File: config.mk
export PLATFORM = sky130hd
export DESIGN_NAME = dtimer_unit
export DESIGN_NICKNAME = d
export VERILOG_FILES = /design/src/rtl/dtimer_pkg.sv /design/src/rtl/dtimer_prescaler.sv /design/src/rtl/dtimer_counter.sv /design/src/rtl/dtimer_unit.sv
export SDC_FILE = /design/constraint.sdc
export NUM_CORES = 1
export LEC_CHECK = 0
export BUFFER_PORTS_ARGS = -buffer_cell sky130_fd_sc_hd__buf_2
export CAP_MARGIN = 20
export CORE_AREA = 8 8 91 154
export DETAILED_ROUTE_END_ITERATION = 16
export DIE_AREA = 0 0 99 162
export PLACE_DENSITY = 0.81
export SETUP_SLACK_MARGIN = 0.3
export SLEW_MARGIN = 20
export SYNTH_ARGS = -nofsm -noshare
export SYNTH_HDL_FRONTEND = slang
export SYNTH_SLANG_ARGS = --single-unit
File: constraint.sdc
create_clock -name clk -period 6.1 [get_ports clk]
set_clock_uncertainty 0.2 [all_clocks]
set_input_delay 0.61 -clock clk [delete_from_list [all_inputs] [get_ports clk]]
set_output_delay 0.61 -clock clk [all_outputs]
set_load 0.03 [all_outputs]
File: src/rtl/dtimer_pkg.sv
package dtimer_pkg;

    localparam int SEL_W    = 2;
    localparam int PRE_W    = (1 << SEL_W) - 1;
    localparam int BIT_EN   = 0;
    localparam int BIT_AR   = 1;
    localparam int BIT_LOCK = 3;
    localparam int BIT_CSEL = 4;
    localparam int MODE_W   = BIT_CSEL + SEL_W;

    typedef enum logic [1:0] {
        REG_MODE   = 2'd0,
        REG_COUNT  = 2'd1,
        REG_RELOAD = 2'd2,
        REG_NONE   = 2'd3
    } reg_sel_e;

    typedef struct packed {
        logic [SEL_W-1:0] csel;
        logic             lock;
        logic             ar;
        logic             en;
    } mode_t;

    // Low bits of the phase counter that must all be ones for a tick.
    function automatic logic [PRE_W-1:0] phase_mask(logic [SEL_W-1:0] sel);
        return PRE_W'((1 << sel) - 1);
    endfunction

endpackage

File: src/rtl/dtimer_prescaler.sv
module dtimer_prescaler
    import dtimer_pkg::*;
(
    input  logic             clk,
    input  logic             rst,
    input  logic             clear_i,
    input  logic [SEL_W-1:0] csel_i,
    output logic             hit_o
);

    logic [PRE_W-1:0] phase_q;
    logic [PRE_W-1:0] mask;

    assign mask  = phase_mask(csel_i);
    assign hit_o = !clear_i && ((phase_q & mask) == mask);

    always_ff @(posedge clk) begin
        if (rst || clear_i) phase_q <= '0;
        else                phase_q <= phase_q + PRE_W'(1);
    end

    // with a divider above one, two hits never fall on adjacent cycles
    a_r2_tick_spacing: assert property (@(posedge clk) disable iff (rst)
        hit_o |=> (!hit_o || csel_i == '0));

endmodule

File: src/rtl/dtimer_counter.sv
module dtimer_counter #(
    parameter int CNT_W = 32
) (
    input  logic             clk,
    input  logic             rst,
    input  logic             tick_i,
    input  logic             ar_i,
    input  logic             cnt_wr_i,
    input  logic             rld_wr_i,
    input  logic [CNT_W-1:0] wdata_i,
    output logic [CNT_W-1:0] count_o,
    output logic [CNT_W-1:0] reload_o,
    output logic [CNT_W-1:0] count_next_o,
    output logic             xfer_o,
    output logic             stop_o,
    output logic             tc_o
);

    logic [CNT_W-1:0] count_q, reload_q, base, rld_eff;
    logic             tc_q;
    logic             base_zero, base_one;

    assign base      = cnt_wr_i ? wdata_i : count_q;
    assign rld_eff   = rld_wr_i ? wdata_i : reload_q;
    assign base_zero = (base == '0);
    assign base_one  = (base == CNT_W'(1));
    assign xfer_o    = tick_i && base_zero && ar_i;
    assign stop_o    = tick_i && !ar_i && (base_zero || base_one);

    always_comb begin
        count_next_o = base;
        if (tick_i) begin
            if (!base_zero) count_next_o = base - CNT_W'(1);
            else if (ar_i)  count_next_o = rld_eff;
            else            count_next_o = '0;
        end
    end

    always_ff @(posedge clk) begin
        if (rst) begin
            count_q  <= '0;
            reload_q <= '0;
            tc_q     <= 1'b0;
        end else begin
            count_q  <= count_next_o;
            reload_q <= rld_eff;
            tc_q     <= tick_i && base_one;
        end
    end

    assign count_o  = count_q;
    assign reload_o = reload_q;
    assign tc_o     = tc_q;

    // the terminal pulse is only ever seen alongside a zero count
    a_r6_tc_at_zero: assert property (@(posedge clk) disable iff (rst)
        tc_q |-> (count_q == '0));

    // a reload cycle leaves count and reload equal afterwards
    a_r9_xfer_match: assert property (@(posedge clk) disable iff (rst)
        xfer_o |=> (count_q == reload_q));

endmodule

File: src/rtl/dtimer_unit.sv
module dtimer_unit
    import dtimer_pkg::*;
#(
    parameter int CNT_W = 32
) (
    input  logic             clk,
    input  logic             rst,
    input  logic [1:0]       bus_addr,
    input  logic             bus_wr,
    input  logic [CNT_W-1:0] bus_wdata,
    input  logic             bus_user,
    output logic [CNT_W-1:0] bus_rdata,
    output logic             tc_pulse,
    output logic             fault_pulse
);

    reg_sel_e         sel;
    mode_t            mode_q;
    logic             mode_hit, mode_ok, blocked, hit, tick;
    logic             stop, xfer, fault_q;
    logic [CNT_W-1:0] count, reload, count_next, rd_mux, rdata_q;

    assign sel      = reg_sel_e'(bus_addr);
    assign mode_hit = bus_wr && (sel == REG_MODE);
    assign blocked  = mode_hit && bus_user && mode_q.lock;
    assign mode_ok  = mode_hit && !blocked;
    assign tick     = mode_q.en && hit;

    dtimer_prescaler u_pre (
        .clk     (clk),
        .rst     (rst),
        .clear_i (mode_ok),
        .csel_i  (mode_q.csel),
        .hit_o   (hit)
    );

    dtimer_counter #(.CNT_W(CNT_W)) u_cnt (
        .clk          (clk),
        .rst          (rst),
        .tick_i       (tick),
        .ar_i         (mode_q.ar),
        .cnt_wr_i     (bus_wr && (sel == REG_COUNT)),
        .rld_wr_i     (bus_wr && (sel == REG_RELOAD)),
        .wdata_i      (bus_wdata),
        .count_o      (count),
        .reload_o     (reload),
        .count_next_o (count_next),
        .xfer_o       (xfer),
        .stop_o       (stop),
        .tc_o         (tc_pulse)
    );

    always_ff @(posedge clk) begin
        if (rst) begin
            mode_q  <= '0;
            fault_q <= 1'b0;
        end else begin
            fault_q <= blocked;
            if (mode_ok) begin
                mode_q.en   <= bus_wdata[BIT_EN];
                mode_q.ar   <= bus_wdata[BIT_AR];
                mode_q.lock <= bus_wdata[BIT_LOCK];
                mode_q.csel <= bus_wdata[BIT_CSEL +: SEL_W];
            end else if (stop) begin
                mode_q.en   <= 1'b0;
            end
        end
    end

    always_comb begin
        rd_mux = '0;
        case (sel)
            REG_MODE: begin
                rd_mux[BIT_EN]              = mode_q.en;
                rd_mux[BIT_AR]              = mode_q.ar;
                rd_mux[BIT_LOCK]            = mode_q.lock;
                rd_mux[BIT_CSEL +: SEL_W]   = mode_q.csel;
            end
            REG_COUNT:  rd_mux = count;
            REG_RELOAD: rd_mux = xfer ? count_next : reload;
            default:    rd_mux = '0;
        endcase
    end

    always_ff @(posedge clk) begin
        if (rst) rdata_q <= '0;
        else     rdata_q <= rd_mux;
    end

    assign bus_rdata   = rdata_q;
    assign fault_pulse = fault_q;

    initial begin
        a_r2_width: assert (CNT_W >= MODE_W);
    end

    // a terminal pulse without auto-reload leaves the timer disabled
    a_r7_stop_on_zero: assert property (@(posedge clk) disable iff (rst)
        (tc_pulse && !mode_q.ar) |-> !mode_q.en);

    // a faulting write changes neither lock nor clock select
    a_r10_lock_holds: assert property (@(posedge clk) disable iff (rst)
        fault_pulse |-> ($stable(mode_q.lock) && $stable(mode_q.csel)));

endmodule

==> results_dict.tcl <==
set metrics [dict create \
    final_hold_viol_count 0 \
    via_per_inst 6.20 \
    synth.lib_cells_used.distinct 68 \
    numCtsBuffers 9 \
    drive_gt1_share_pct 15.0 \
    synthesis.area_per_instance_um2 8.31 \
    layout.cell_area.non_filler_mm2 0.00641 \
    worstHoldPathType "reg2reg" \
    num_rows 53 \
    cts.repair_timing.setup_buffer_count 0 \
    grt_pass1_wl_um 27100 \
    outcome "complete, no violations" \
    synth_flop_cell "dfxtp_1" \
    cts_num_sinks 106 \
    total_switching_power_uw 488 \
    routed_wirelength_um 16500 \
    die-area_mm2 0.0160 \
    leakage_component_of_the_power_nw 2.58 \
    rsz0062_at_grt "no" \
    synthXorXnorAreaFrac_pct 1.06 \
    timing.critical_path.from_type "input port" \
    vias_in_the_first_global_route 5503 \
    power.share.combinational_pct 18.3 \
    initial_utilization_pct 48.6 \
    antenna_found_initial 0 \
    ctsRootBufferMaster "clkbuf_16" \
    synthesis.nets 738 \
    route.antenna.remaining_nets 0 \
    cts_tree "done" \
    synth.ff_latch_count 106 \
    core_mm2 0.0119 \
    final_max_slew_viol_count 0 \
    total_via_count_after_detailed_routing 5447 \
    share_seq_of_total_power_pct 45.6 \
    synth_edf_count 0 \
    maximum_number_of_pins_on_one_net_before_global_route_repair 63 \
    gp_congestion 0.928 \
    route.detailed.drc 0 \
    cts_hold_buf 0 \
    cts-htree-levels 3 \
    clock.fmax_ghz 0.217 \
    detail_route.iter0.violations 423 \
    max-cap-violations 0 \
    maximum_cell_stage_delay_along_the_critical_path_ps 620 \
    crit_path_time_final_ps 4620 \
    critical_setup_path_kind "in2reg" \
    placement.cell_area_mm2 0.00612 \
    most_numerous_cell_on_the_critical_path "buf_4" \
    slew_headroom_pct 27.4 \
    grt_total_ovfl 0 \
    setup_violations 0 \
    synthMuxAreaShare_pct 12.4 \
    internal_power_mw 1.17 \
    cp_slowest_cell "ha_1" \
    post_synth_and_or_nand_nor_area_fraction_pct 22.8 \
    global_route.usage.total_pct 20.8 \
    post_cts_resized 0 \
    hp-start "u_cnt.count_o[26]$_SDFF_PP0_" \
    vdd.ir_drop.worst_uv 126 \
    setup.worst_path.start "bus_addr[1]" \
    chipWidth_um 99 \
    netlist_instances 694 \
    cp.required_ps 6130 \
    cts_buffer_depth 2 \
    avgRoutedWirePerCell_um 18.8 \
    finalNetCount 780 \
    timing.critical_path.cells "buf_2 > inv_1 > ha_1 > nand2_1 > buf_4 > mux2_2 > nor3_2 > nand4_4 > nor3_4 > buf_4 > mux2i_1 > o21ai_1" \
    area_growth_syn_to_layout_pct 11.2 \
    die_height_um 162 \
    seq_area_frac_synth_pct 36.8 \
    mappedNetlistArea_mm2 0.00577 \
    critPathCaptureType "flop" \
    min_period_over_period_pct 75.7 \
    fillerInstances 1114 \
    timing.critical_path.arrival_ps 4640 \
    crit_fanout 24 \
    total_power_mw 1.65 \
    hpwl_um 11500 \
    worst_skew_pair.late_latency_ps 360 \
    adder_and_majority_gate_portion_of_the_synthesized_area_pct 1.30 \
    antenna-diode-count 0 \
    num_io_pins 72 \
    worst_setup_hold_path_clk_slew_ps 70 \
    fin_util_pct 54.0 \
    layoutNonFillerInstCount 878 \
    worstReg2RegStart "u_cnt.count_o[6]$_SDFF_PP0_" \
    worst-slew-pin-transition_ps 1090 \
    drt-pass1-iter-count 5 \
    port-buffer-count 71 \
    powerDensity_mw_per_mm2 258 \
    count_of_placed_standard_cells_including_taps 862 \
    async_reset_ff_share_pct 0 \
    clkPwrFrac_pct 36.0 \
    fin_setup_tns_ps 0 \
    synth_top_family_by_area "simple AND/OR/NAND/NOR gates" \
    synth_warnings 0 \
    swShare_pct 29.5 \
    synth_compound_gate_area_share_pct 20.6 \
]
## power by group through the flow
stage | Combinational, mW | Sequential [mW] | Clock [mW]
global placement | 0.290 | 0.769 | 0
global route | 0.333 | 0.759 | 0.634
floorplan | 0.219 | 0.766 | 0
CTS | 0.298 | 0.754 | 0.601
detailed placement | 0.295 | 0.769 | 0
finish | 0.303 | 0.755 | 0.596
## stage by stage
step,setup WS [ps],hold slack (ps)
6_report,1480,257
5_1_grt,1210,292
4_1_cts,1570,256
3_5_place_dp,1220,244
3_3_place_gp,1330,242
2_1_floorplan,2870,225
## cells in the mapped netlist (all sizes together), types with 11 or more instances
cell      n  share of area [%]
nand4    11                1.5
nand2   107                7.0
nor3     16                1.6
clkbuf   26                1.7
o21ai    59                5.1
nor2     57                3.7
a21oi    52                4.5
a211oi   13                1.9
buf      23                2.8
dfxtp   106                 37
mux2i    67                 12
nand3    11               0.95
## placed cells by master, fill, tap and decap left out, types with 6 or more instances in the layout
cell       count
buf_4          8
nor2_1        57
clkbuf_16      9
mux2i_1       67
nand2_1      106
nor3_1        12
o21ai_1       37
a211oi_1      11
dfxtp_1      106
buf_2         71
o21ai_0       22
ha_1           6
nand2b_1       8
o22ai_1        6
nand3_1       11
a21oi_1       52
inv_1          7
nor3b_1        6
a211o_1        8
nand4_1       10
## registers in the layout (all words and copies together), names as in the netlist
signal and count:
bus_rdata 32, fault_pulse 1, mode_q 5, u_cnt.count_o 32
u_cnt.reload_o 32, u_cnt.tc_o 1, u_pre.phase_q 3
## cells by family after synthesis
family	after synthesis
xor+xnor	7
mux	71
simple gates	259
fa+ha+maj	6
compound gates	189
buf+inv	56
flops	106
## path summary, 6_finish.rpt
kind	end	depth (start not counted)	slack [ps]
worst max-delay path	bus_rdata[14]$_SDFF_PP0_	12	1480
worst min-delay path	bus_rdata[26]$_SDFF_PP0_	2	260
worst max register to register	bus_rdata[14]$_SDFF_PP0_	8	2690
worst min register to register	bus_rdata[26]$_SDFF_PP0_	2	260
## critical path: cells and delay by family
| kind | cells | cell delay (ps) |
|---|---|---|
| mux | 2 | 590 |
| simple gates | 4 | 1690 |
| compound gates | 1 | 70 |
| buf+inv | 4 | 1000 |
| fa+ha+maj | 1 | 620 |
## layer usage
metal  vias up  track usage (%)  wire length, um
met5         -                0                0
met4         0             14.3              876
met3        69             4.59              998
met2       233             35.6             8140
met1      2532             22.1             6480
li1       2613                -                -
## layout make-up
type                       count  area (um2)  area share, %
sequential                   106        2120           33.1
clock buffer                  11         243           3.79
multi-input combinational    532        3370           52.5
inverter                       7        26.3          0.410
timing repair buffer          80         427           6.65
tap                          137         171           2.67
clock inverter                 5        53.8          0.839
(Power assumes the default switching activity.)
